==> config.mk <==
export PLATFORM = sky130hd
export DESIGN_NAME = agc_pwm_loop
export DESIGN_NICKNAME = d
export VERILOG_FILES = /design/src/rtl/agc_pkg.sv /design/src/rtl/agc_level_est.sv /design/src/rtl/agc_gain_ctl.sv /design/src/rtl/agc_pwm_gen.sv /design/src/rtl/agc_pwm_loop.sv
export SDC_FILE = /design/constraint.sdc
export NUM_CORES = 1
export LEC_CHECK = 0
export CAP_MARGIN = 25
export CORE_UTILIZATION = 45
export CTS_CLUSTER_SIZE = 14
export DETAILED_ROUTE_END_ITERATION = 10
export GPL_ROUTABILITY_DRIVEN = 0
export SYNTH_ARGS = -nofsm -noshare
export SYNTH_HDL_FRONTEND = slang
export SYNTH_SLANG_ARGS = --single-unit
==> constraint.sdc <==
create_clock -name clk -period 4.3 [get_ports clk]
set_clock_uncertainty 0.15 [all_clocks]
set_input_delay 0.86 -clock clk [delete_from_list [all_inputs] [get_ports clk]]
set_output_delay 0.86 -clock clk [all_outputs]
set_load 0.05 [all_outputs]
==> src/rtl/agc_pkg.sv <==
package agc_pkg;
  localparam int ADDR_W = 3;
  localparam int TMR_W  = 3;

  localparam logic [ADDR_W-1:0] ADR_LEVEL = 3'h0;
  localparam logic [ADDR_W-1:0] ADR_GAIN  = 3'h4;
  localparam logic [ADDR_W-1:0] ADR_CTRL  = 3'h7;

  typedef struct packed {
    logic             pos;     // bit 4: 1 = positive polarity
    logic [TMR_W-1:0] tmr;     // bits 3:1: update interval code
    logic             master;  // bit 0: 1 = master mode
  } agc_ctrl_t;

  localparam int CTRL_W = $bits(agc_ctrl_t);
endpackage

==> src/rtl/agc_level_est.sv <==
module agc_level_est #(
  parameter int SMP_W    = 6,
  parameter int WIN_LOG2 = 4,
  parameter int ACC_W    = 16,
  parameter int LVL_W    = 8
) (
  input  logic             clk,
  input  logic             rst_n,
  input  logic             vld,
  input  logic [SMP_W-1:0] smp_i,
  input  logic [SMP_W-1:0] smp_q,
  output logic [LVL_W-1:0] level,
  output logic             win_done
);
  localparam int SQ_W = 2 * SMP_W + 1;

  logic signed [SMP_W-1:0]   si, sq;
  logic signed [2*SMP_W-1:0] pi, pq;
  logic [SQ_W-1:0]           pwr;
  logic [ACC_W:0]            acc_sum;
  logic [ACC_W-1:0]          acc_sat;

  logic [ACC_W-1:0]    acc_q, acc_n;
  logic [WIN_LOG2-1:0] cnt_q, cnt_n;
  logic [LVL_W-1:0]    lvl_q, lvl_n;
  logic                done_q, done_n;

  always_comb begin
    si      = smp_i;
    sq      = smp_q;
    pi      = si * si;
    pq      = sq * sq;
    pwr     = SQ_W'($unsigned(pi)) + SQ_W'($unsigned(pq));
    acc_sum = {1'b0, acc_q} + (ACC_W + 1)'(pwr);
    acc_sat = acc_sum[ACC_W] ? '1 : acc_sum[ACC_W-1:0];
  end

  always_comb begin
    acc_n  = acc_q;
    cnt_n  = cnt_q;
    lvl_n  = lvl_q;
    done_n = 1'b0;
    if (vld) begin
      if (cnt_q == '1) begin
        lvl_n  = acc_sat[ACC_W-1 -: LVL_W];
        acc_n  = '0;
        cnt_n  = '0;
        done_n = 1'b1;
      end else begin
        acc_n = acc_sat;
        cnt_n = cnt_q + 1'b1;
      end
    end
  end

  always_ff @(posedge clk or negedge rst_n) begin
    if (!rst_n) begin
      acc_q  <= '0;
      cnt_q  <= '0;
      lvl_q  <= '0;
      done_q <= 1'b0;
    end else begin
      acc_q  <= acc_n;
      cnt_q  <= cnt_n;
      lvl_q  <= lvl_n;
      done_q <= done_n;
    end
  end

  assign level    = lvl_q;
  assign win_done = done_q;
endmodule

==> src/rtl/agc_gain_ctl.sv <==
module agc_gain_ctl #(
  parameter int                 GAIN_W   = 8,
  parameter int                 TMR_W    = 3,
  parameter int                 TMR_BASE = 4,
  parameter logic [GAIN_W-1:0]  GAIN_RST = 8'h80
) (
  input  logic              clk,
  input  logic              rst_n,
  input  logic              master,
  input  logic [TMR_W-1:0]  tmr,
  input  logic              win_done,
  input  logic [GAIN_W-1:0] level,
  input  logic [GAIN_W-1:0] target,
  output logic [GAIN_W-1:0] gain
);
  localparam int CNT_W = TMR_BASE + (1 << TMR_W) - 1;

  logic [CNT_W:0]    span;
  logic [CNT_W-1:0]  last;
  logic [CNT_W-1:0]  cnt_q, cnt_n;
  logic [GAIN_W-1:0] gain_q, gain_n;

  always_comb begin
    span   = (CNT_W + 1)'(1) << (TMR_BASE + int'(tmr));
    last   = CNT_W'(span - 1'b1);
    cnt_n  = cnt_q;
    gain_n = gain_q;
    if (!master) begin
      cnt_n = '0;
    end else if (win_done) begin
      if (cnt_q >= last) begin
        cnt_n = '0;
        if (level < target && gain_q != '1)
          gain_n = gain_q + 1'b1;
        else if (level > target && gain_q != '0)
          gain_n = gain_q - 1'b1;
      end else begin
        cnt_n = cnt_q + 1'b1;
      end
    end
  end

  always_ff @(posedge clk or negedge rst_n) begin
    if (!rst_n) begin
      cnt_q  <= '0;
      gain_q <= GAIN_RST;
    end else begin
      cnt_q  <= cnt_n;
      gain_q <= gain_n;
    end
  end

  assign gain = gain_q;
endmodule

==> src/rtl/agc_pwm_gen.sv <==
module agc_pwm_gen #(
  parameter int GAIN_W = 8
) (
  input  logic              clk,
  input  logic              rst_n,
  input  logic [GAIN_W-1:0] duty_in,
  input  logic              pos,
  output logic              pwm_out,
  output logic [GAIN_W-1:0] phase,
  output logic [GAIN_W-1:0] duty
);
  logic [GAIN_W-1:0] ph_q, ph_n;
  logic [GAIN_W-1:0] duty_q, duty_n;
  logic              hi;

  always_comb begin
    ph_n   = ph_q + 1'b1;
    duty_n = (ph_q == '1) ? duty_in : duty_q;
    hi     = ph_q < duty_q;
  end

  always_ff @(posedge clk or negedge rst_n) begin
    if (!rst_n) begin
      ph_q   <= '0;
      duty_q <= '0;
    end else begin
      ph_q   <= ph_n;
      duty_q <= duty_n;
    end
  end

  assign pwm_out = pos ? hi : ~hi;
  assign phase   = ph_q;
  assign duty    = duty_q;
endmodule

==> src/rtl/agc_pwm_loop.sv <==
module agc_pwm_loop
  import agc_pkg::*;
#(
  parameter int SMP_W    = 6,
  parameter int WIN_LOG2 = 4,
  parameter int ACC_W    = 16,
  parameter int DATA_W   = 8,
  parameter int TMR_BASE = 4
) (
  input  logic              clk,
  input  logic              rst_n,
  input  logic              smp_vld,
  input  logic [SMP_W-1:0]  smp_i,
  input  logic [SMP_W-1:0]  smp_q,
  input  logic [ADDR_W-1:0] reg_addr,
  input  logic [DATA_W-1:0] reg_wdata,
  input  logic              reg_wr,
  input  logic              reg_rd,
  output logic [DATA_W-1:0] reg_rdata,
  output logic              pwm_out
);
  localparam agc_ctrl_t CTRL_RST = '{pos: 1'b1, tmr: '0, master: 1'b0};

  logic [DATA_W-1:0] level;
  logic              win_done;
  logic [DATA_W-1:0] mgain;
  logic [DATA_W-1:0] gain_eff;
  logic [DATA_W-1:0] pwm_phase, pwm_duty;

  logic [DATA_W-1:0] tgt_q, tgt_n;
  agc_ctrl_t         ctrl_q, ctrl_n;
  logic [DATA_W-1:0] rdata_q, rdata_n;

  agc_level_est #(
    .SMP_W(SMP_W), .WIN_LOG2(WIN_LOG2), .ACC_W(ACC_W), .LVL_W(DATA_W)
  ) u_est (
    .clk(clk), .rst_n(rst_n), .vld(smp_vld), .smp_i(smp_i), .smp_q(smp_q),
    .level(level), .win_done(win_done)
  );

  agc_gain_ctl #(
    .GAIN_W(DATA_W), .TMR_W(TMR_W), .TMR_BASE(TMR_BASE), .GAIN_RST(DATA_W'(1 << (DATA_W - 1)))
  ) u_ctl (
    .clk(clk), .rst_n(rst_n), .master(ctrl_q.master), .tmr(ctrl_q.tmr),
    .win_done(win_done), .level(level), .target(tgt_q), .gain(mgain)
  );

  assign gain_eff = ctrl_q.master ? mgain : tgt_q;

  agc_pwm_gen #(.GAIN_W(DATA_W)) u_pwm (
    .clk(clk), .rst_n(rst_n), .duty_in(gain_eff), .pos(ctrl_q.pos),
    .pwm_out(pwm_out), .phase(pwm_phase), .duty(pwm_duty)
  );

  always_comb begin
    tgt_n   = tgt_q;
    ctrl_n  = ctrl_q;
    rdata_n = rdata_q;
    if (reg_wr) begin
      if (reg_addr == ADR_GAIN) tgt_n  = reg_wdata;
      if (reg_addr == ADR_CTRL) ctrl_n = agc_ctrl_t'(reg_wdata[CTRL_W-1:0]);
    end
    if (reg_rd) begin
      case (reg_addr)
        ADR_LEVEL: rdata_n = level;
        ADR_GAIN:  rdata_n = tgt_q;
        ADR_CTRL:  rdata_n = {{(DATA_W - CTRL_W){1'b0}}, ctrl_q};
        default:   rdata_n = '0;
      endcase
    end
  end

  always_ff @(posedge clk or negedge rst_n) begin
    if (!rst_n) begin
      tgt_q   <= '0;
      ctrl_q  <= CTRL_RST;
      rdata_q <= '0;
    end else begin
      tgt_q   <= tgt_n;
      ctrl_q  <= ctrl_n;
      rdata_q <= rdata_n;
    end
  end

  assign reg_rdata = rdata_q;
endmodule

# Yosys cells after proc, flatten, opt, wreduce, memory -nomap -nowiden
# Index checks and enable logic that the tools add are counted.
op_classes:
  addsub: 9
  multipliers: 2
  n_div: 0
  magnitude_cmp: 4
  eq_ne: 6
  shift: 1
  mux: 13
  n_bitwise: 1
  n_reduce_logical: 9
op_table:
  columns: ["operator", "n"]
  rows:
  - ["11-bit 2-to-1 mux", 3]
  - ["16-bit 2-to-1 mux", 2]
  - ["1-bit by 32-bit << shifter with 11-bit output (first input constant)", 1]
  - ["6-bit by 6-bit multiplier with 12-bit output", 2]
  - ["8-bit 2-to-1 mux", 3]
  - ["8-bit one-hot mux with 3 select lines", 1]
  - ["16-bit by 13-bit adder with 17-bit output", 1]
  - ["8-bit by 1-bit adder with 8-bit output (second input constant)", 2]
  - ["8-bit less-than comparator", 2]
  - ["12-bit by 12-bit adder with 13-bit output", 1]
  - ["11-bit by 1-bit adder with 11-bit output (second input constant)", 1]
  - ["11-bit greater-or-equal comparator", 1]
  - ["11-bit by 1-bit subtractor with 11-bit output (second input constant)", 1]
  - ["8-bit == test (second input constant)", 1]
  - ["8-bit greater-than comparator", 1]
  - ["8-bit inequality test (second input constant)", 1]
  - ["8-bit nonzero test", 1]
  - ["8-bit by 1-bit subtractor with 8-bit output (second input constant)", 1]
  - ["3-bit == test (second input constant)", 2]
  - ["2-bit AND reduction", 3]
  - ["3-bit by 3-bit adder with 4-bit output (first input constant)", 1]
  - ["4-bit by 1-bit adder with 4-bit output (second input constant)", 1]
  - ["4-bit == test (second input constant)", 1]
  - ["4-bit 2-to-1 mux", 1]
  - ["other kinds (7)", 10]
totals:
  reg_bits: 85
  latchBits: 0
  mem_bits_rw: 0
  rom_bits: 0
  inputBits: 28
  output_inout_bits: 9
  word_cells: 58
  n_memories: 0

# Depth between registers and ports, before layout
depth:
  word_depth: 7
  depth_mapped: 30
  ltp_nobuf: 29

# Modules after synthesis
# Synthesis repeated with hierarchy kept, for this count alone.
hier_totals:
  cells_unflattened: 823
  area_unflattened_um2: 7938.9
modules_own_cells:
  columns: ["mod", "instances", "cells_each", "area_each_um2", "seq_area_each_um2"]
  rows:
  - ["agc_level_est", 1, 484, 4347.9, 725.7]
  - ["agc_gain_ctl", 1, 183, 1647.8, 476.7]
  - ["agc_pwm_loop", 1, 89, 1097.3, 526.8]
  - ["agc_pwm_gen", 1, 67, 845.8, 400.4]

# Worst setup path after synthesis
# Ideal clock, no wire load.
synth_timing:
  path_kind: "input-to-reg"
  start: "input port smp_q[5]"
  end: "register u_est.lvl_q[7], in the netlist u_est.level[7]"
  setup_time_ns: 0.086
  arrival_ns: 6.375
  required_time_ns: 4.064
  path_slack_ns: -2.311
  stages: 30
  path_buffers: 1
  cell_sequence: "clkbuf_1 -> inv_1 -> nor2_1 -> xnor2_1 -> ha_1 -> inv_1 -> fa_1 -> inv_1 -> fa_1 -> inv_1 -> fa_1 -> inv_1 -> ha_1 -> and3b_1 -> o21a_1 -> nor2_1 -> nor2_1 -> nor2_1 -> o21ai_0 -> xnor2_1 -> fa_1 -> inv_1 -> ha_1 -> and3_1 -> nand2_1 -> a21boi_0 -> a311oi_2 -> nor2_1 -> and4b_1 -> nor3_1"
synth_via:
  elab_chain_cells: 4
synth_lines:
  columns: ["element", "line", "rtl"]
  rows:
  - ["start: declaration", "agc_pwm_loop.sv:14", "input logic [SMP_W-1:0] smp_q,"]
  - ["6-bit by 6-bit multiplier with 12-bit output", "agc_level_est.sv:32", "pq = sq * sq;"]
  - ["12-bit by 12-bit adder with 13-bit output", "agc_level_est.sv:33", "pwr = SQ_W'($unsigned(pi)) + SQ_W'($unsigned(pq));"]
  - ["16-bit by 13-bit adder with 17-bit output", "agc_level_est.sv:34", "acc_sum = {1'b0, acc_q} + (ACC_W + 1)'(pwr);"]
  - ["16-bit 2-to-1 mux", "agc_level_est.sv:35", "acc_sat = acc_sum[ACC_W] ? '1 : acc_sum[ACC_W-1:0];"]
  - ["end signal: assignment", "agc_level_est.sv:65", "lvl_q <= lvl_n;"]
  - ["end: declaration", "agc_level_est.sv:25", "logic [LVL_W-1:0] lvl_q, lvl_n;"]
# No other way between the ends.
# A chain may end at the register's enable or synchronous reset.

# Final worst setup path
layout_timing:
  start: "input port smp_q[3]"
  end: "register u_est.acc_q[14]"
layout_via:
  elab_chain_cells: 5
layout_lines:
  columns: ["element", "line", "rtl"]
  rows:
  - ["6-bit by 6-bit multiplier with 12-bit output", "agc_level_est.sv:32", null]
  - ["12-bit by 12-bit adder with 13-bit output", "agc_level_est.sv:33", null]
  - ["16-bit by 13-bit adder with 17-bit output", "agc_level_est.sv:34", null]
  - ["16-bit 2-to-1 mux", "agc_level_est.sv:35", null]
  - ["16-bit 2-to-1 mux", "agc_level_est.sv:44", "if (cnt_q == '1) begin"]
  - ["end signal: assignment", "agc_level_est.sv:63", "acc_q <= acc_n;"]
  - ["end: declaration", "agc_level_est.sv:23", "logic [ACC_W-1:0] acc_q, acc_n;"]
# No other way between the ends.

==> metrics.md <==
| Metric | Value |
|---|---|
| Status | finished, violations left |
| Violated checks | setup timing |
| Dominant cells by area after synthesis | dfrtp_1 (28%), ha_1 (14%), fa_1 (13%) |
| # placed instances | 1129 |
| Slowest CP cell | fa_1 |
| Most area-hungry cell type in the Yosys netlist | dfrtp_1 |
| Overflow left after global routing | 0 |
| Final slew viol count | 0 |
| Clock sinks | 85 |
| Drt pass-1 iters | 4 |
| Largest family of logic cells by synthesized area | adder cells |
| RSZ-0062 raised after global routing | yes |
| #FFs+latches synth | 85 |
| Critical path launch point type | input pin |
| Fmax | 164 MHz |
| CTS H-tree depth | 3 |
| Sequential area share after synthesis | 0.283 |
| Residual DRC count | 0 |
| WP buf/inv | 6 |
| Die height | 131 um |
| GRT Util Overall | 0.202 |
| Mux contribution to synthesized area | 0.0353 |
| Worst-path clk slew | 0.06 ns |
| Crit path DAT | 6.15 ns |
| Clk root buf | clkbuf_16 |
| Antenna diode count | 0 |
| Complex-gate fraction of the synthesized area | 0.137 |
| WS Path Type | in2reg |
| Worst stage delay on the critical path | 0.54 ns |
| Cell Area, Synth | 0.00751 sq mm |
| FP Rows | 46 |
| CTS tree | yes |
| Final setup vio count | 24 |
| Final WS setup | -1.80 ns |
| Post-Syn Instances | 818 |
| Routed Antenna Nets | 0 |
| Area grow syn2layout | 25.1% |
| DIE AREA | 0.0172 sq mm |
| Non-Filler Instances | 1155 |
| Initial antenna violation count | 0 |
| Critical Path Fanout Max | 5 |
| Least-Margin Pin Slew | 0.847 ns |
| Count leader, synth | inv_1 |
| Library cells used by synthesis | 59 |
| # IOs | 37 |
| Layout cells sized above 1 | 0.233 |
| Async set-reset flop share out of synthesis | 1.00 |
| Routed vias | 5923 |
| Inserted Clock Buffers | 9 |
| Initial DRC Count | 215 |
| Initial core utilization | 0.466 |
| Synth Area per Inst | 9.18 sq um |
| Final Critical Period | 6.10 ns |
| Worst path top cell family by delay | adder cells |
| Synth warn | 0 |
| Hold Vio Cnt, Final | 0 |
| Post-layout util | 0.583 |
| Crit path capture type | register |
| Period utilization | 1.42 |
| Routed WL | 16500 um |
| Top-area cell type share of the netlist area | 0.276 |
| Vias in the first global route | 6169 |
| CTS Buffer Depth | 2 |
| WL/cell | 14.3 um |
| Most frequent cells after synthesis | inv_1 (142), dfrtp_1 (83), ha_1 (83) |
| Vias/cell | 5.13 |
| Worst hold path type | reg2reg |
| Worst Path Required | 4.34 ns |
| Post-synth EDFFs | 0 |
| Slew HR | 0.436 |
| DPL Wire Length | 13200 um |
| Synth Area in XOR/XNOR | 0.0560 |
| IO buf count | 36 |
| Predominant post-synthesis flop cell | dfrtp_1 |
| Die X | 131 um |
| Largest net degree at the start of global routing | 65 |
| Adder-cell share of the synthesized area | 0.271 |
| First-pass GRT wire length | 28500 um |
| Clk_lat worst skew | 0.34 ns |
| Core area | 0.0161 sq mm |
| Max-cap violations | 0 |
| Nets | 1095 |
| Synth Area in Simple Gates | 0.132 |
cell type report:
cell class,instances,area (sq um)
fillers,1419,6710
clock inverters,6,52.6
clock buffers,10,239
flip-flops and latches,85,2130
multi-input cells,571,5130
inverters,142,549
well taps,216,270
repair buffers,125,1030
worst min-delay path, stage by stage, from the launching register on:
cell	delay, ns
dfrtp_1	0.34
nand2_1	0.07
o21ai_2	0.05
cell usage in the layout (no fill, tap or decap), types with 10 or more instances in the layout:
cell,Yosys,routed
clkdlybuf4s50_1,0,23
a21o_1,18,18
inv_1,142,124
buf_6,1,10
a21oi_1,34,28
nand3_1,11,11
buf_4,0,82
xnor2_1,36,33
nor2_1,48,36
xor2_1,12,10
fa_1,50,48
mux2i_1,13,13
ha_1,83,74
dfrtp_1,83,83
nand2_1,66,58
o21ai_0,37,24
o22ai_1,22,18
nand4_1,11,11
inv_2,0,15
and3_1,15,13
nor3_1,13,11
mux2_2,12,12
layer usage:
metal  share of wire  GRT usage  routed length, um
met1            0.47      0.263               7700
met2            0.50      0.355               8250
met3           0.021     0.0243                348
met4           0.012     0.0484                191
met5               0          0                  0
sequential cells by signal (all words and copies together), names as in the netlist, 4 cells and up:
register and count:
u_est.cnt_q 4, u_ctl.gain 8, u_pwm.duty 8, u_ctl.cnt_q 11, tgt_q 8, u_est.acc_q 16, reg_rdata 8, u_est.level 8
ctrl_q 5, u_pwm.phase 8
path summary, 6_finish.rpt:
kind | from | to | slack (ns) | depth (start not counted)
setup / recovery | smp_q[3] | u_est.acc_q[14]$_DFFE_PN0P_ | -1.80 | 27
hold / removal | u_est.level[0]$_DFFE_PN0P_ | u_est.level[0]$_DFFE_PN0P_ | 0.35 | 2
setup reg to reg | tgt_q[1]$_DFFE_PN0P_ | u_ctl.gain[7]$_DFFE_PN1P_ | 0.53 | 15
hold reg to reg | u_est.level[0]$_DFFE_PN0P_ | u_est.level[0]$_DFFE_PN0P_ | 0.35 | 2
max in group asynchronous | rst_n | u_ctl.gain[2]$_DFFE_PN0P_ | 2.72 | 2
min in group asynchronous | rst_n | reg_rdata[7]$_DFFE_PN0P_ | 0.45 | 1
per-stage QoR:
| step | worst slack [ns] | TNS [ns] | instance area [sq um] | hold slack [ns] |
|---|---|---|---|---|
| finish | -1.80 | -42.07 | 9400 | 0.346 |
| global placement | -2.46 | -57.81 | 8780 | 0.322 |
| detailed placement | -2.59 | -60.65 | 8780 | 0.330 |
| floorplan | -1.86 | -40.67 | 7710 | 0.300 |
| global route | -2.05 | -47.88 | 9400 | 0.384 |
| CTS | -1.86 | -42.95 | 9230 | 0.349 |
cells by family (layout without fill, tap and decap cells):
family	count (synthesis)	in the layout
simple gates	201	201
buf+inv	164	283
compound gates	160	160
fa+ha+maj	133	133
flops	85	85
xor+xnor	48	48
mux	25	25
other cells	2	4
repair_timing:
action	in CTS	in global routing
resized for setup	74	40
hold buffers	0	0
endpoints found under the setup margin	24	24
pin swaps	48	35
setup buffers	9	1
Power is left out: the tool's default activity adds up to more than one toggle a clock period on the data nets, which glitch-free logic cannot reach.
